[src/rtl/adc_seq_pkg.sv]
// Shared types for the conversion sequencer.
// Assumes: mode select bit 1 = fast, bit 0 = low-power.
package adc_seq_pkg;

    typedef enum logic [1:0] {
        MODE_NORMAL = 2'd0,
        MODE_FAST   = 2'd1,
        MODE_LOWPWR = 2'd2
    } conv_mode_t;

    typedef enum logic [1:0] {
        ST_IDLE = 2'd0,
        ST_CONV = 2'd1,
        ST_ACQ  = 2'd2
    } seq_state_t;

    // Map the two select pins onto a conversion mode; both-high or both-low is normal.
    function automatic conv_mode_t decode_mode(input logic [1:0] sel);
        case (sel)
            2'b10:   return MODE_FAST;
            2'b01:   return MODE_LOWPWR;
            default: return MODE_NORMAL;
        endcase
    endfunction

endpackage

[src/rtl/adc_seq_ctrl.sv]
// Conversion sequencer: detects the start edge, runs the mode-dependent
// conversion count, then an acquisition window.
// Assumes: inputs are synchronous to clk; every cycle count is at least 1.
module adc_seq_ctrl
    import adc_seq_pkg::*;
#(
    parameter int FAST_CYC = 40,
    parameter int NORM_CYC = 50,
    parameter int LOWP_CYC = 60,
    parameter int ACQ_CYC  = 12
) (
    input  logic       clk,
    input  logic       rst_n,
    input  logic       abort,
    input  logic       pwr_down,
    input  logic       cnv_start_n,
    input  logic [1:0] mode_sel,
    output logic       busy,
    output logic       start_acc,
    output logic       start_fast,
    output logic       done
);
    localparam int MAX_A  = (FAST_CYC > NORM_CYC) ? FAST_CYC : NORM_CYC;
    localparam int MAX_B  = (LOWP_CYC > ACQ_CYC) ? LOWP_CYC : ACQ_CYC;
    localparam int MAXLEN = (MAX_A > MAX_B) ? MAX_A : MAX_B;
    localparam int CW     = $clog2(MAXLEN + 1);

    seq_state_t    state;
    logic [CW-1:0] cnt;
    logic          prev_n;
    logic          start_fall;
    conv_mode_t    mode_now;

    // Count to load for a conversion in the given mode (length minus one).
    function automatic logic [CW-1:0] conv_len(input conv_mode_t m);
        case (m)
            MODE_FAST:   return CW'(FAST_CYC - 1);
            MODE_LOWPWR: return CW'(LOWP_CYC - 1);
            default:     return CW'(NORM_CYC - 1);
        endcase
    endfunction

    // Remember the previous strobe level for falling-edge detection.
    always_ff @(posedge clk) begin
        if (!rst_n) prev_n <= 1'b1;
        else        prev_n <= cnv_start_n;
    end

    // Decode the edge and decide whether it may start a conversion now.
    always_comb begin
        start_fall = prev_n & ~cnv_start_n;
        mode_now   = decode_mode(mode_sel);
        start_acc  = start_fall && !abort && !pwr_down &&
                     ((state == ST_IDLE) ||
                      (state == ST_ACQ && mode_now == MODE_LOWPWR));
        start_fast = start_acc && (mode_now == MODE_FAST);
        done       = (state == ST_CONV) && (cnt == '0) && !abort;
    end

    // Sequencer state and shared down-counter.
    always_ff @(posedge clk) begin
        if (!rst_n || abort) begin
            state <= ST_IDLE;
            cnt   <= '0;
        end else begin
            case (state)
                ST_IDLE: begin
                    if (start_acc) begin
                        state <= ST_CONV;
                        cnt   <= conv_len(mode_now);
                    end
                end
                ST_CONV: begin
                    if (cnt == '0) begin
                        state <= ST_ACQ;
                        cnt   <= CW'(ACQ_CYC - 1);
                    end else begin
                        cnt <= cnt - 1'b1;
                    end
                end
                ST_ACQ: begin
                    if (start_acc) begin
                        state <= ST_CONV;
                        cnt   <= conv_len(mode_now);
                    end else if (cnt == '0) begin
                        state <= ST_IDLE;
                    end else begin
                        cnt <= cnt - 1'b1;
                    end
                end
                default: begin
                    state <= ST_IDLE;
                    cnt   <= '0;
                end
            endcase
        end
    end

    // Busy flag straight from the state register.
    always_comb busy = (state == ST_CONV);


    busy_rise_chk: assert property (@(posedge clk) disable iff (!rst_n)
        $rose(busy) |-> $past(start_fall));


    busy_end_chk: assert property (@(posedge clk) disable iff (!rst_n)
        ($fell(busy) && !$past(abort)) |-> $past(done));


    abort_clear_chk: assert property (@(posedge clk) disable iff (!rst_n)
        abort |=> (!busy && state == ST_IDLE));


    pd_block_chk: assert property (@(posedge clk) disable iff (!rst_n)
        (!busy && pwr_down) |=> !busy);

endmodule

[src/rtl/adc_gap_mon.sv]
// Fast-mode start interval monitor: counts cycles since the last fast-mode
// start and flags when the count passes GAP_LIMIT.
// Assumes: start_fast implies start_acc.
module adc_gap_mon #(
    parameter int GAP_LIMIT = 50000
) (
    input  logic clk,
    input  logic rst_n,
    input  logic abort,
    input  logic start_acc,
    input  logic start_fast,
    output logic gap_flag
);
    localparam int GW = $clog2(GAP_LIMIT + 2);
    localparam logic [GW-1:0] SAT = GW'(GAP_LIMIT + 1);

    logic [GW-1:0] gap;
    logic          armed;

    // Arm on a fast start, restart the count on every start, saturate past the limit.
    always_ff @(posedge clk) begin
        if (!rst_n || abort) begin
            gap   <= '0;
            armed <= 1'b0;
        end else if (start_acc) begin
            gap   <= '0;
            armed <= start_fast;
        end else if (armed && gap != SAT) begin
            gap <= gap + 1'b1;
        end
    end

    // Flag once the interval is strictly longer than the limit.
    always_comb gap_flag = armed && (gap == SAT);


    gap_clear_chk: assert property (@(posedge clk) disable iff (!rst_n)
        start_acc |=> !gap_flag);


    gap_rise_chk: assert property (@(posedge clk) disable iff (!rst_n)
        $rose(gap_flag) |-> ($past(gap) == GW'(GAP_LIMIT)));

endmodule

[src/rtl/adc_out_port.sv]
// Result register and parallel output formatter: optional top-bit
// inversion, byte-lane reversal and a read enable.
// Assumes: W is a multiple of 8.
module adc_out_port #(
    parameter int W = 16
) (
    input  logic         clk,
    input  logic         rst_n,
    input  logic         abort,
    input  logic         latch,
    input  logic [W-1:0] din,
    input  logic         fmt_straight,
    input  logic         swap_bytes,
    input  logic         cs_n,
    input  logic         rd_n,
    output logic [W-1:0] dout,
    output logic         dout_en
);
    localparam int NB = W / 8;

    logic [W-1:0] res_q;
    logic [W-1:0] fmt_w;
    logic [W-1:0] rev_w;

    // Capture the conversion result on the final conversion cycle.
    always_ff @(posedge clk) begin
        if (!rst_n || abort) res_q <= '0;
        else if (latch)      res_q <= din;
    end

    // Apply the number format by flipping the top bit when requested.
    always_comb fmt_w = {res_q[W-1] ^ ~fmt_straight, res_q[W-2:0]};

    // Reverse the byte lanes.
    for (genvar i = 0; i < NB; i++) begin : g_lane
        assign rev_w[i*8 +: 8] = fmt_w[(NB-1-i)*8 +: 8];
    end

    // Drive the bus only during a read.
    always_comb begin
        dout_en = ~cs_n & ~rd_n;
        dout    = dout_en ? (swap_bytes ? rev_w : fmt_w) : '0;
    end


    latch_val_chk: assert property (@(posedge clk) disable iff (!rst_n)
        latch |=> (res_q == $past(din)));


    bus_quiet_chk: assert property (@(posedge clk) disable iff (!rst_n)
        !dout_en |-> (dout == '0));

endmodule

[src/rtl/adc_seq_core.sv]
// Top of the conversion sequencer: ties the sequencer, the fast-mode
// interval monitor and the parallel output port together.
// Assumes: all inputs are synchronous to clk.
module adc_seq_core #(
    parameter int W         = 16,
    parameter int FAST_CYC  = 40,
    parameter int NORM_CYC  = 50,
    parameter int LOWP_CYC  = 60,
    parameter int ACQ_CYC   = 12,
    parameter int GAP_LIMIT = 50000
) (
    input  logic         clk,
    input  logic         rst_n,
    input  logic         conv_abort,
    input  logic         pwr_down,
    input  logic         cnv_start_n,
    input  logic [1:0]   mode_sel,
    input  logic [W-1:0] adc_data,
    input  logic         fmt_straight,
    input  logic         swap_bytes,
    input  logic         cs_n,
    input  logic         rd_n,
    output logic         busy,
    output logic         gap_flag,
    output logic [W-1:0] dout,
    output logic         dout_en
);
    logic start_acc;
    logic start_fast;
    logic done;

    adc_seq_ctrl #(
        .FAST_CYC (FAST_CYC),
        .NORM_CYC (NORM_CYC),
        .LOWP_CYC (LOWP_CYC),
        .ACQ_CYC  (ACQ_CYC)
    ) u_ctrl (
        .clk         (clk),
        .rst_n       (rst_n),
        .abort       (conv_abort),
        .pwr_down    (pwr_down),
        .cnv_start_n (cnv_start_n),
        .mode_sel    (mode_sel),
        .busy        (busy),
        .start_acc   (start_acc),
        .start_fast  (start_fast),
        .done        (done)
    );

    adc_gap_mon #(
        .GAP_LIMIT (GAP_LIMIT)
    ) u_gap (
        .clk        (clk),
        .rst_n      (rst_n),
        .abort      (conv_abort),
        .start_acc  (start_acc),
        .start_fast (start_fast),
        .gap_flag   (gap_flag)
    );

    adc_out_port #(
        .W (W)
    ) u_port (
        .clk          (clk),
        .rst_n        (rst_n),
        .abort        (conv_abort),
        .latch        (done),
        .din          (adc_data),
        .fmt_straight (fmt_straight),
        .swap_bytes   (swap_bytes),
        .cs_n         (cs_n),
        .rd_n         (rd_n),
        .dout         (dout),
        .dout_en      (dout_en)
    );

endmodule

[config.mk]
export PLATFORM = sky130hd
export DESIGN_NAME = adc_seq_core
export DESIGN_NICKNAME = d
export VERILOG_FILES = /design/src/rtl/adc_seq_pkg.sv /design/src/rtl/adc_seq_ctrl.sv /design/src/rtl/adc_gap_mon.sv /design/src/rtl/adc_out_port.sv /design/src/rtl/adc_seq_core.sv
export SDC_FILE = /design/constraint.sdc
export NUM_CORES = 1
export LEC_CHECK = 0
export BUFFER_PORTS_ARGS = -buffer_cell sky130_fd_sc_hd__buf_2
export CORE_MARGIN = 4
export CORE_UTILIZATION = 59
export CTS_BUF_LIST = sky130_fd_sc_hd__clkbuf_16
export CTS_CLUSTER_DIAMETER = 30
export DETAILED_ROUTE_END_ITERATION = 12
export PLACE_DENSITY = 0.85
export REMOVE_ABC_BUFFERS = 1
export SYNTH_ARGS = -nofsm -noshare
export SYNTH_HDL_FRONTEND = slang
export SYNTH_SLANG_ARGS = --single-unit
[constraint.sdc]
create_clock -name clk -period 6.15 [get_ports clk]
set_clock_uncertainty 0.05 [all_clocks]
set_input_delay 0.9225 -clock clk [delete_from_list [all_inputs] [get_ports clk]]
set_output_delay 0.9225 -clock clk [all_outputs]
set_load 0.02 [all_outputs]
## After elaboration in Yosys (flattened, before gate mapping)

Cells that the tools add are included.

| storage, ports and cells | value |
|---|---|
| flip-flop bits (word level) | 42 |
| latch bits | 0 |
| memory bits (writable) | 0 |
| memory bits (read-only) | 0 |
| input bits | 27 |
| memories kept | 0 |

| cells by class | value |
|---|---|
| $add $sub $neg | 2 |
| multiply operators | 0 |
| div/mod/pow operators | 0 |
| order comparisons | 0 |
| equal/unequal tests | 12 |
| shift operators | 0 |
| mux-type cells | 14 |
| bitwise logic cells | 7 |
| reductions and logical operators | 19 |

Operators by type and width:

| cell | count |
|---|---|
| 16-bit 2-to-1 mux | 2 |
| 6-bit 2-to-1 mux | 4 |
| 6-bit one-hot mux with 3 select lines | 1 |
| 16-bit by 1-bit adder with 16-bit output (second input constant) | 1 |
| 16-bit == test (second input constant) | 1 |
| 16-bit inequality test (second input constant) | 1 |
| 5-bit one-hot mux with 2 select lines | 1 |
| 1-bit logical AND | 9 |
| 2-bit 2-to-1 mux | 4 |
| 2-bit by 1-bit == test with 1-bit output (second input constant) | 3 |
| 2-bit == test (second input constant) | 3 |
| 6-bit zero test | 1 |
| 3-bit inequality test (second input constant) | 2 |
| 2-bit one-hot mux with 3 select lines | 1 |
| 6-bit by 1-bit subtractor with 6-bit output (second input constant) | 1 |
| 1-bit inverter | 4 |
| 2-bit one-hot mux with 2 select lines | 1 |
| 1-bit zero test | 3 |
| 3-bit AND reduction | 1 |
| 1-bit bitwise AND | 2 |
| 2-bit zero test | 1 |
| 1-bit logical OR | 2 |
| 2-bit by 1-bit inequality test with 1-bit output (second input constant) | 1 |
| 2-bit inequality test (second input constant) | 1 |
| other kinds (3) | 3 |

## Depth between registers and ports, before layout

Gate-level depths: netlist of the first run.

| logic depth | value |
|---|---|
| depth in word-level cells | 8 |
| gate-level depth with buffers | 10 |
| mapped depth without buffers | 7 |

## Cells and area by module

Synthesis of the first run repeated with hierarchy kept, for this count alone.

| unflattened totals | value |
|---|---|
| cells, all modules | 274 |
| area, all modules | 2361.0 um^2 |

By module, submodules not included:

| module | times used | cells an instance | area each (um^2) | seq. area each (um^2) |
|---|---|---|---|---|
| adc_out_port | 1 | 94 | 854.6 | 320.3 |
| adc_gap_mon | 1 | 94 | 837.1 | 340.3 |
| adc_seq_ctrl | 1 | 86 | 669.4 | 180.2 |

## Least setup slack after synthesis of the first run

OpenSTA, ideal clock, no wires.

| timing | value |
|---|---|
| path type | input to output |
| start | input port swap_bytes |
| end | output port dout[10] |
| arrival time | 2.153 ns |
| required time | 5.177 ns |
| path slack | 3.024 ns |
| cell stages on the path | 4 |
| buffers on the path | 2 |
| cells stage by stage | clkbuf_1 -> clkbuf_1 -> mux2i_1 -> nor2_1 |

| on the way | value |
|---|---|
| cells in the longest elaborated chain, start to end | 2 |

Ends and longest elaborated chain:

| item | line | RTL |
|---|---|---|
| start: declaration | adc_seq_core.sv:20 | `input logic swap_bytes,` |
| 16-bit 2-to-1 mux (2 in series) | adc_out_port.sv:42 | `dout = dout_en ? (swap_bytes ? rev_w : fmt_w) : '0;` |
| end: declaration | adc_seq_core.sv:25 | `output logic [W-1:0] dout,` |

No other way between the ends.

## Worst setup path in the final report of the first run

| timing | value |
|---|---|
| start | register u_gap.gap[0] |
| end | output port gap_flag |

| on the way | value |
|---|---|
| cells in the longest elaborated chain, start to end | 2 |

Ends and longest elaborated chain:

| item | line | RTL |
|---|---|---|
| start: declaration | adc_gap_mon.sv:17 | `logic [GW-1:0] gap;` |
| start signal: assignment | adc_gap_mon.sv:29 | `gap <= gap + 1'b1;` |
| 16-bit == test | adc_gap_mon.sv:34 | `always_comb gap_flag = armed && (gap == SAT);` |
| 1-bit logical AND | adc_gap_mon.sv:34 |  |
| end: declaration | adc_seq_core.sv:24 | `output logic gap_flag,` |

No other way between the ends.

==> results of run 1 <==
[cell families after synthesis]
| kind of cell | after synthesis | share of synthesized area (%) |
|---|---|---|
| compound gates | 52 | 13.6 |
| mux | 18 | 7.75 |
| buf+inv | 26 | 4.60 |
| fa+ha+maj | 7 | 3.74 |
| simple gates | 131 | 28.0 |
| flops | 42 | 35.9 |
| xor+xnor | 17 | 6.36 |
[stage by stage]
step	utilization (%)	hold slack [ns]	setup WS (ns)
after floorplan	-	0.398	3.52
after global placement	68.4	0.406	2.95
after detailed placement	68.4	0.413	2.90
after CTS	73.6	0.421	3.20
after global routing	73.6	0.447	2.93
final	73.6	0.422	3.21
[flip-flops by register name (all words and copies together), names as in the netlist]
name           flops
u_ctrl.prev_n      1
u_gap.gap         16
u_ctrl.cnt         6
u_port.res_q      16
u_gap.armed        1
u_ctrl.state       2
[layer usage]
metal / wire length (um) / track usage [%] / vias up
met5: 0 / 0 / -
met4: 87 / 7.93 / 0
met3: 357 / 5.97 / 11
met2: 2430 / 36.3 / 77
met1: 2340 / 26.7 / 962
li1: - / - / 1090
[cell usage in the layout, fill, tap and decap left out, types with 2 or more instances in the layout]
master and count:
and2_1 2, o21ai_1 4, nor3b_1 2, buf_2 45, or3b_2 2, or2_2 2
nand4_1 8, nor3_1 11, nor2b_1 2, a21oi_1 29, nand2_1 44, dfxtp_1 42
nor4b_1 2, mux2i_1 17, xnor2_1 16, bufinv_16 2, nand3_1 2, o21ai_0 6
nor4_1 4, ha_1 7, nor2_1 36, inv_1 11, a22o_1 3, or3_1 3
nand2b_1 3, clkbuf_16 5
[report_power, final]
group / leakage, uW / switching [uW] / internal (uW)
Sequential: 0.000339 / 2.83 / 274
Combinational: 0.000620 / 26.6 / 19.9
Clock: 0.0000940 / 106 / 233
[Yosys cell counts (2+ instances only)]
cell	instances	area, um2
a21oi_1	29	145
a22o_1	3	26.3
and2_1	2	12.5
buf_4	2	15.0
clkbuf_1	11	41.3
dfxtp_1	42	841
ha_1	7	87.6
inv_1	11	41.3
mux2i_1	17	170
nand2_1	44	165
nand2b_1	3	18.8
nand3_1	2	10.0
nand4_1	8	50.1
nor2_1	36	135
nor2b_1	2	12.5
nor3_1	11	55.1
nor3b_1	2	15.0
nor4_1	4	25.0
nor4b_1	2	17.5
o21ai_0	6	30.0
o21ai_1	4	20.0
or2_2	2	12.5
or3_1	3	18.8
or3b_2	2	17.5
xnor2_1	16	140
[worst min-delay path: cells and delay by family (launching register included)]
family	cells	cell delay, ns
and+or+nand+nor	1	0.05
DFF	1	0.32
AOI/OAI and AO/OA	1	0.05
[worst max-delay path by stage]
stage	start	end	cells past startpoint
6_report	u_gap.gap[0]$_SDFFE_PP0P_	gap_flag	5
3_3_place_gp	conv_abort	u_gap.gap[7]$_SDFFE_PP0P_	5
4_1_cts	u_gap.gap[0]$_SDFFE_PP0P_	gap_flag	5
2_1_floorplan	conv_abort	u_gap.gap[0]$_SDFFE_PP0P_	4
3_5_place_dp	conv_abort	u_gap.gap[15]$_SDFFE_PP0P_	5
5_1_grt	conv_abort	u_gap.gap[10]$_SDFFE_PP0P_	5
[layout make-up]
cell class,instances,area share [%]
sequential,42,30.5
inverter,11,1.50
clock buffer,5,4.54
tap,48,2.18
clock inverter,3,2.50
timing repair buffer,45,8.18
multi-input combinational,225,50.6
==> metrics.md, run 1 <==
| Metric | Value |
|---|---|
| DP Cell Count | `~370` |
| Vias in the first global route | `1,939` |
| Placed inst area | `2560 um2` |
| Clock Latency Late Sink | `between 0.2 and 0.3 ns` |
| # rows | `22` |
| CTS tree | `yes` |
| Relative slew slack | `27.1%` |
| Worst hold path depth | `2` |
| Die H | `71.0 um` |
| Final setup viols | `0` |
| Die ar. | `approximately 5000 um2` |
| Num CTS Buffers | `5` |
| RR Endpoint | `u_port.res_q[10]$_SDFFE_PP0P_` |
| CORE AREA | `3740 um2` |
| Worst Min Path Start | `u_port.res_q[12]$_SDFFE_PP0P_` |
| Worst reg-to-reg path cell count | `7` |
| Outcome | `finished clean` |
| Starting DRT DRC Count | `103` |
| Predominant post-synthesis flop cell | `dfxtp_1` |
| Worst EP required | `5.18 ns` |
| CP Class | `reg2out` |
| Clock Path Buffers | `2` |
| Delay-heaviest family, CP | `simple AND/OR/NAND/NOR gates` |
| CTS Hold Bufs | `0` |
| Synthesis Warnings | `0` |
| WL per Instance | `13.8 um` |
| DRC | `0` |
| 1st-pass router iterations | `4` |
| Register area share after synthesis | `35.9%` |
| Non-filler cells, final | `379` |
| Area delta synth->final | `17.6%` |
| Worst Max-Slew Pin Slew | `1.09 ns` |
| Async set or reset register ratio after synthesis | `0%` |
| Post-layout power | `~660 uW` |
| Largest net degree at the start of global routing | `22` |
| RSZ-0062 raised after global routing | `false` |
| Critical path's largest stage delay | `between 0.5 and 0.6 ns` |
| DPL Wire Length | `3.59 mm` |
| Yosys reg bits | `42` |
| Gr ovfl total | `0` |
| Mapped cell area | `2340 um2` |
| Setup crit end kind | `primary output` |
| CTS H-tree depth | `2` |
| Initial antenna violation count | `0` |
| Hold worst-path end | `u_port.res_q[12]$_SDFFE_PP0P_` |
| Hold crit path type | `reg2reg` |
| Sequential Area | `841 um2` |
| Clock slew at reported path FFs | `about 0.060 ns` |
| Sink Count | `42` |
| Post-DR vias/cell | `about 5.6` |
| Fin nets | `around 360` |
| Critical path, cell by cell | `ha_1 -> or3b_2 -> nor4_1 -> and2_1 -> buf_2` |
| Share of layout cells above drive strength 1 | `19.3%` |
| # Post-CTS Setup Buffers | `0` |
| Via count | `2,140` |
| I/O pin count | `46` |
| Critical Path Source Type | `register` |
| Number of synthesized flops with an enable pin | `0` |
| Min Tclk post-route | `2.94 ns` |
| Number of distinct library cells after synthesis | `47` |
| Port buffer count | `45` |
| PostCTS Resize Cnt | `0` |
| First-pass GRT wire length | `8.91 mm` |
| # fillers | `~300` |
| Crit path buffers/inverters | `1` |
| Max-slew violations | `0` |
| Multi-input logic area | `1390 um2` |
| Highest Clock Rate | `340 MHz` |
| Power per Cell Area | `241 nW/um2` |
| Reg2reg start | `u_ctrl.cnt[0]$_SDFFE_PP0P_` |
| All-Layer GR Usage | `21.7%` |
| Max_cap viols | `0` |
| Max Fanout on Critical Path | `4` |
| Crit-path slowest cell | `or3b_2` |
| Fin area | `2750 um2` |
| Mapped Cells | `293` |
| Peak VDD IR | `approximately 0.15 mV` |
| Syn_area_per_cell | `7.99 um2` |
| GPL Wtd Cong | `0.965` |
| Arrival @ worst endpoint | `approximately 2.0 ns` |
| Leak | `0.00105 uW` |
| Die X | `71.0 um` |
| Root Driver | `clkbuf_16` |
| Initial Utilization | `62.5%` |
| Setup TNS Final | `0 ns` |
| Worst reg-to-reg setup slack | `~3.7 ns` |
| Final WL | `5.21 mm` |
| Antenna Cells | `0` |
| Final period util | `47.8%` |
| ANT nets after route | `0` |
| Fin. Hold Viols | `0` |
(Power assumes the default switching activity.)
==> run 2: changes to the inputs <==
- ABC_AREA: unset -> 1
- CORE_UTILIZATION: 59 -> 56
- PLACE_DENSITY: 0.85 -> 0.8
- clock period: 6.15 -> 2.9 ns (I/O delays scaled with it)
==> run 2 against run 1 <==
Compared with the run above:
- total power is 100% higher
- critical path type is now reg2reg
- cell count is 26% higher
- hold slack worse by 0.15 ns
- worst setup slack worse by 2.4 ns
- highest routed layer unchanged
- combinational power increased to 2.6 times the previous value
- global-route usage is 1.7 points lower
- clock-buffer cell count stayed put
==> metrics.md, run 2 <==
| Metric | Value |
|---|---|
| Via count | `2,519 (was 2,140)` |
| Power per Cell Area | `442 nW/um2 (was 241 nW/um2)` |
| Largest net degree at the start of global routing | `32 (was 22)` |
| Switching power | `308 uW (was 135 uW)` |
| I/O pin count | `46 (unchanged)` |
| Crit path buffers/inverters | `1 (unchanged)` |
| CTS Hold Bufs | `0 (unchanged)` |
| Antenna Cells | `0 (unchanged)` |
| First-pass GRT wire length | `9.87 mm (was 8.91 mm)` |
| Mapped cell area | `2640 um2 (was 2340 um2)` |
| Mux cell area share after synthesis | `0% (was 7.75%)` |
| Switching share of power | `23.1% (was 20.5%)` |
| Share of layout cells above drive strength 1 | `22.1% (was 19.3%)` |
| Setup crit end kind | `register (was primary output)` |
| Hold crit path type | `in2reg (was reg2reg)` |
| Starting DRT DRC Count | `144 (was 103)` |
| # Post-CTS Setup Buffers | `0 (unchanged)` |
| RSZ-0062 raised after global routing | `false (unchanged)` |
| PostCTS Resize Cnt | `0 (unchanged)` |
| Final period util | `72.0%` |
| # fillers | `408 (was 298)` |
| Post-DR vias/cell | `5.27 (was 5.65)` |
| Compound-cell area share of the yosys netlist | `18.9% (was 13.6%)` |
| Clock Latency Late Sink | `0.28 ns (about the same)` |
| Max_cap viols | `0 (unchanged)` |
| Register area share after synthesis | `31.9% (was 35.9%)` |
| DP Cell Count | `470 (was 371)` |
| ANT nets after route | `0 (unchanged)` |
| Area delta synth->final | `14.6% (was 17.6%)` |
| Post-synth top area cell | `dfxtp_1 (unchanged)` |
| Top-area cell type share of the netlist area | `31.9% (was 35.9%)` |
| Highest Clock Rate | `479 MHz` |
| Die H | `76.6 um (was 71.0 um)` |
| Leak | `0.00124 uW (was 0.00105 uW)` |
| Vias in the first global route | `2,272 (was 1,939)` |
| Yosys reg bits | `42 (unchanged)` |
| Fin. Hold Viols | `0 (unchanged)` |
| Die ar. | `5870 um2 (was 5040 um2)` |
| Critical Path Source Type | `register (unchanged)` |
| Critical path's largest stage delay | `0.55 ns (was 0.52 ns)` |
| Max-slew violations | `0 (unchanged)` |
| Largest family of logic cells by synthesized area | `simple AND/OR/NAND/NOR gates (unchanged)` |
| Most frequent cells in the layout | `nand2_1, inv_1, buf_2, dfxtp_1, nor2_1 (was buf_2, nand2_1, dfxtp_1, nor2_1, a21oi_1)` |
| 1st-pass router iterations | `5 (was 4)` |
| Async set or reset register ratio after synthesis | `0% (unchanged)` |
| Synth Area in XOR/XNOR | `4.65% (was 6.36%)` |
| Int Power | `1030 uW (was 527 uW)` |
| Syn_area_per_cell | `6.88 um2 (was 7.99 um2)` |
| Gr ovfl total | `0 (unchanged)` |
| Worst Max-Slew Pin Slew | `0.695 ns (was 1.09 ns)` |
| Sequential Power Share | `43.8% (was 41.8%)` |
| Initial Utilization | `59.3% (was 62.5%)` |
| Post-synthesis simple-gate area fraction | `30.2% (was 28.0%)` |
| Number of distinct library cells after synthesis | `33 (was 47)` |
| WL per Instance | `11.9 um (was 13.8 um)` |
| Relative slew slack | `53.6% (was 27.1%)` |
| CORE AREA | `4440 um2 (was 3740 um2)` |
| Clock Power Share | `47.1% (was 51.2%)` |
| CTS H-tree depth | `2 (unchanged)` |
| Min Tclk post-route | `between 2 and 2.5 ns` |
| Port buffer count | `45 (unchanged)` |
| Critical path, cell by cell | `inv_1 -> ha_1 -> nand2_2 -> nor2_4 -> nand3_2 -> nor2_1 -> a211oi_2 (was ha_1 -> or3b_2 -> nor4_1 -> and2_1 -> buf_2)` |
| Placed inst area | `2860 um2 (was 2560 um2)` |
| Number of synthesized flops with an enable pin | `0 (unchanged)` |
| Count leader, synth | `nand2_1 (unchanged)` |
| Non-filler cells, final | `478 (was 379)` |
| Die X | `76.6 um (was 71.0 um)` |
| Num CTS Buffers | `5 (unchanged)` |
| Fin area | `3020 um2 (was 2750 um2)` |
| Worst EP required | `2.98 ns (was 5.18 ns)` |
| Mapped Cells | `383 (was 293)` |
| Clock slew at reported path FFs | `0.06 ns (about the same)` |
| DPL Wire Length | `4.06 mm (was 3.59 mm)` |
| Delay-heaviest family, CP | `simple AND/OR/NAND/NOR gates (unchanged)` |
| Outcome | `finished clean (unchanged)` |
| Sink Count | `42 (unchanged)` |
| Initial antenna violation count | `0 (unchanged)` |
| Adder-Cell Fraction of Synth Area | `3.32% (was 3.74%)` |
| Setup TNS Final | `0 ns (unchanged)` |
| GPL Wtd Cong | `0.882 (was 0.965)` |
| Clock Path Buffers | `2 (unchanged)` |
| DRC | `0 (unchanged)` |
| Final WL | `5.71 mm (was 5.21 mm)` |
| Peak VDD IR | `0.230 mV (was 0.154 mV)` |
| # rows | `24 (was 22)` |
| Largest cells by area after synthesis | `dfxtp_1, nand2_1, a21oi_1, inv_1, a211oi_2 (was dfxtp_1, mux2i_1, nand2_1, a21oi_1, xnor2_1)` |
| Arrival @ worst endpoint | `2.17 ns (was 1.97 ns)` |
| Most common cell after layout, fill and taps aside | `nand2_1 (was buf_2)` |
| Max Fanout on Critical Path | `30 (was 4)` |
| Predominant post-synthesis flop cell | `dfxtp_1 (unchanged)` |
| CTS tree | `yes (unchanged)` |
| CP Class | `reg2reg (was reg2out)` |
| Logic pwr share | `9.1% (was 7.0%)` |
| Fin nets | `459 (was 364)` |
| Final Core Density | `68.0% (was 73.6%)` |
| All-Layer GR Usage | `20.0% (was 21.7%)` |
| Top flop regs | `u_gap.gap: 16 flops, u_port.res_q: 16 flops, u_ctrl.cnt: 6 flops (unchanged)` |
| Crit-path slowest cell | `nand3_2 (was or3b_2)` |
| Synth top cells by count | `nand2_1, inv_1, dfxtp_1 (was nand2_1, dfxtp_1, nor2_1)` |
| Final setup viols | `0 (unchanged)` |
| Root Driver | `clkbuf_16 (unchanged)` |
| Synthesis Warnings | `0 (unchanged)` |
-- run 2: changes by cell type after synthesis, moves of 6 or more --
cell and change:
xor2_1 +10, o21ai_0 +9, xnor2_1 -13, nand2_2 +6, nand2_1 +55, a211oi_2 +14
clkbuf_1 -8, inv_1 +36, nand3_1 +10, a21oi_1 +9, mux2i_1 -17
-- run 2: per-layer routing --
metal  global-route usage (%)  up-vias  routed length [um]
met5                        0        -                   0
met4                     7.25        0                 117
met3                     4.37       13                 316
met2                     33.2       73                2660
li1                         -     1312                   -
met1                     25.3     1121                2610
-- run 2: logic make-up (layout without fill, tap and decap cells) --
family                     Yosys count  in the layout
adders and majority gates            7              7
DFF                                 42             42
AOI/OAI and AO/OA                   74             74
and+or+nand+nor                    181            181
xor gates and xnor gates            14             14
buffers and inverters               65            108
-- run 2: power groups by stage --
stage | clock, uW | sequential, uW | combinational (uW)
2_1_floorplan | 0 | 597 | 72.9
3_3_place_gp | 0 | 597 | 120
3_5_place_dp | 0 | 597 | 121
4_1_cts | 636 | 584 | 122
5_1_grt | 664 | 585 | 138
6_report | 629 | 585 | 122
-- run 2: worst register-to-register path, delay by kind of cell, from the launching register on --
kind            cells  cell delay [ns]
simple gates        4             1.13
flops               1             0.32
fa+ha+maj           1             0.26
buf+inv             1             0.13
compound gates      1             0.05
-- run 2: area by class of cell --
class	count	area [um2]	area share, %
tap	52	65.1	2.15
clock buffer	5	125	4.14
inverter	53	204	6.75
clock inverter	3	40.0	1.33
timing repair buffer	47	240	7.95
multi-input combinational	276	1510	49.8
sequential	42	841	27.8
-- run 2: final timing paths --
kind,from,to,slack (ns),cells after the start
max reg2reg,u_ctrl.cnt[0]$_SDFFE_PP0P_,u_port.res_q[13]$_SDFFE_PP0P_,0.81,7
max,u_ctrl.cnt[0]$_SDFFE_PP0P_,u_port.res_q[13]$_SDFFE_PP0P_,0.81,7
min reg2reg,u_gap.gap[12]$_SDFFE_PP0P_,u_gap.gap[12]$_SDFFE_PP0P_,0.44,2
min,rst_n,u_ctrl.prev_n$_SDFF_PN1_,0.27,2
-- run 2: metrics by stage --
stage / hold WS (ns) / power, uW / setup WS (ns)
after CTS: 0.273 / 1340 / 0.792
after global placement: 0.422 / 717 / 0.910
after detailed placement: 0.425 / 718 / 0.784
after global routing: 0.277 / 1390 / 0.556
final: 0.274 / 1330 / 0.813
after floorplan: 0.408 / 670 / 0.763
==> run 3: changes to the inputs <==
- ABC_AREA: 1 -> 0
- CORE_UTILIZATION: 56 -> 50
- PLACE_DENSITY: 0.8 -> 0.76
- clock period: 2.9 -> 1.9 ns (I/O delays scaled with it)
==> run 3 against run 2 <==
Compared with the run above:
- the run now ends with setup timing left
- final area increased by 7.4%
- total power increased by 46%
- register-to-register slack worse by 0.90 ns
- sequential share of layout area down 1.8 points
- critical path depth decreased by 3
- largest power group is now sequential cells
- highest routed layer unchanged
==> metrics.md, run 3 (synthesized netlist as in run 1, its figures left out) <==
| Metric | Value |
|---|---|
| Highest Clock Rate | `479 MHz` |
| Sink Count | `42 (unchanged)` |
| Power per Cell Area | `599 nW/um2 (was 442 nW/um2)` |
| Share of layout cells above drive strength 1 | `38.9% (was 22.1%)` |
| Die ar. | `5840 um2 (was 5870 um2)` |
| Non-filler cells, final | `420 (was 478)` |
| Worst reg-to-reg path cell count | `7 (unchanged)` |
| I/O pin count | `46 (unchanged)` |
| # rows | `24 (unchanged)` |
| RR Endpoint | `u_gap.gap[3]$_SDFFE_PP0P_ (was u_port.res_q[13]$_SDFFE_PP0P_)` |
| CTS H-tree depth | `2 (unchanged)` |
| Clock Path Buffers | `2 (unchanged)` |
| Die H | `76.4 um (was 76.6 um)` |
| GR Util met1 | `23.6% (was 25.3%)` |
| Relative slew slack | `69.8% (was 53.6%)` |
| Sequential Area | `846 um2 (was 841 um2)` |
| Leak | `0.00131 uW (was 0.00124 uW)` |
| Root Driver | `clkbuf_16 (unchanged)` |
| GPL Wtd Cong | `0.852 (was 0.882)` |
| Setup crit end kind | `primary output (was register)` |
| Final setup viols | `21 (was 0)` |
| Max_cap viols | `0 (unchanged)` |
| CORE AREA | `4440 um2 (unchanged)` |
| Num CTS Buffers | `5 (unchanged)` |
| DRC | `0 (unchanged)` |
| Worst reg-to-reg setup slack | `-0.09 ns (was 0.81 ns)` |
| Routing usage on met2 | `30.8% (was 33.2%)` |
| Crit path from | `u_gap.gap[6]$_SDFFE_PP0P_ (was u_ctrl.cnt[0]$_SDFFE_PP0P_)` |
| Area delta synth->final | `38.6% (was 14.6%)` |
| Antenna Cells | `0 (unchanged)` |
| Multi-input logic area | `1600 um2 (was 1510 um2)` |
| WL per Instance | `14.4 um (was 11.9 um)` |
| Met3 usage | `4.26% (was 4.37%)` |
| Starting DRT DRC Count | `124 (was 144)` |
| Setup TNS Final | `-0.796 ns (was 0 ns)` |
| CTS Hold Bufs | `0 (unchanged)` |
| Gr ovfl total | `0 (unchanged)` |
| Critical Path Source Type | `register (unchanged)` |
| 1st-pass router iterations | `4 (was 5)` |
| Arrival @ worst endpoint | `1.75 ns (was 2.17 ns)` |
| Peak VDD IR | `0.367 mV (was 0.230 mV)` |
| RSZ-0062 raised after global routing | `true (was false)` |
| Die X | `76.4 um (was 76.6 um)` |
| GRT busiest layer | `met2 (unchanged)` |
| Most frequent cells in the layout | `buf_2, dfxtp_1, nor2_1, nand2_1, buf_4 (was nand2_1, inv_1, buf_2, dfxtp_1, nor2_1)` |
| DPL Wire Length | `3.90 mm (was 4.06 mm)` |
| CP Class | `reg2out (was reg2reg)` |
| Worst Setup EP | `gap_flag (was u_port.res_q[13]$_SDFFE_PP0P_)` |
| Clock Latency Late Sink | `0.28 ns (about the same)` |
| Min Hold Slack | `0.144 ns (was 0.274 ns)` |
| CTS tree | `yes (unchanged)` |
| Port buffer count | `45 (unchanged)` |
| Violated checks | `setup timing` |
| Max Fanout on Critical Path | `5 (was 30)` |
| Final WS setup | `-0.188 ns (was 0.813 ns)` |
| Fin nets | `401 (was 459)` |
| Initial antenna violation count | `0 (unchanged)` |
| Worst EP required | `1.56 ns (was 2.98 ns)` |
| Dpl ws | `-0.107 ns (was 0.784 ns)` |
| # fillers | `308 (was 408)` |
| Via count | `2,348 (was 2,519)` |
| Fin. Hold Viols | `0 (unchanged)` |
| Reg2reg start | `u_gap.gap[5]$_SDFFE_PP0P_ (was u_ctrl.cnt[0]$_SDFFE_PP0P_)` |
| Vias in the first global route | `2,147 (was 2,272)` |
| Min Tclk post-route | `2.09 ns` |
| ANT nets after route | `0 (unchanged)` |
| Most common cell after layout, fill and taps aside | `buf_2 (was nand2_1)` |
| Clock slew at reported path FFs | `0.06 ns (about the same)` |
| Outcome | `finished, violations left (was finished clean)` |
| Initial Utilization | `52.7% (was 59.3%)` |
| Largest net degree at the start of global routing | `20 (was 32)` |
| Hold crit path type | `in2reg (unchanged)` |
| DP Cell Count | `407 (was 470)` |
| Max-slew violations | `0 (unchanged)` |
| All-Layer GR Usage | `18.6% (was 20.0%)` |
| First-pass GRT wire length | `9.21 mm (was 9.87 mm)` |
| Worst Max-Slew Pin Slew | `0.453 ns (was 0.695 ns)` |
| Final period util | `110%` |
| Final WL | `6.03 mm (was 5.71 mm)` |
| Top flop regs | `u_gap.gap: 16 flops, u_port.res_q: 16 flops, u_ctrl.cnt: 6 flops (unchanged)` |
| Post-DR vias/cell | `5.59 (was 5.27)` |
run 3: cell count changes in the layout (fill, tap and decap cells not counted), moves of 6 or more:
cell,delta
a211oi_2,-14
nand3_1,-10
xnor2_1,+13
o21ai_0,-10
buf_6,+7
nand2_4,+6
a21oi_2,+13
xor2_1,-10
mux2i_1,+17
nand2_1,-65
a21oi_1,-23
inv_1,-38
buf_4,+27
run 3: metal layers:
metal | vias up | routed length [um]
met3 | 8 | 341
met4 | 0 | 85
met5 | - | 0
li1 | 1159 | -
met1 | 1116 | 2610
met2 | 65 | 2990
run 3: worst min path at each step:
stage | startpoint | end | slack, ns | cells after the start
6_report | rst_n | u_ctrl.prev_n$_SDFF_PN1_ | 0.14 | 2
5_1_grt | rst_n | u_ctrl.prev_n$_SDFF_PN1_ | 0.15 | 2
4_1_cts | rst_n | u_ctrl.prev_n$_SDFF_PN1_ | 0.13 | 2
3_5_place_dp | u_port.res_q[15]$_SDFFE_PP0P_ | u_port.res_q[15]$_SDFFE_PP0P_ | 0.41 | 2
3_3_place_gp | u_port.res_q[4]$_SDFFE_PP0P_ | u_port.res_q[4]$_SDFFE_PP0P_ | 0.41 | 2
2_1_floorplan | rst_n | u_ctrl.prev_n$_SDFF_PN1_ | 0.31 | 1
run 3: critical path, cell delays in order, from the launching register on:
cell	delay, ns
dfxtp_1	0.44
nand4_1	0.38
nor4_4	0.36
and2_4	0.18
buf_6	0.11
run 3: cell type report:
type                    count  share of cell area (%)
multi-input cells         225                    49.2
clock inverters             3                   0.733
repair buffers             82                    16.9
flip-flops and latches     42                    26.1
inverters                  11                    1.27
clock buffers               5                    3.86
well taps                  52                    2.01
run 3: timing repair:
| item | in CTS | in global routing |
|---|---|---|
| buffers inserted | 3 | 1 |
| endpoints found under the hold margin | 0 | 0 |
| pin swaps | 7 | 24 |
| endpoints found under the setup margin | 17 | 35 |
| gates cloned | 0 | 1 |
| resized for setup | 13 | 57 |
run 3: power by group:
part	leakage, uW	switching, uW	internal [uW]
clock	0.0000664	351	490
sequential	0.000341	6.74	887
combinational	0.000904	108	99.9
run 3: metrics by stage:
step / power (uW) / instance area, um2 / util [%]
floorplan: 1000 / 2270 / -
global placement: 1080 / 2810 / 63.1
detailed placement: 1090 / 2810 / 63.1
CTS: 1940 / 3010 / 67.7
global route: 2020 / 3240 / 73.0
finish: 1940 / 3240 / 73.0
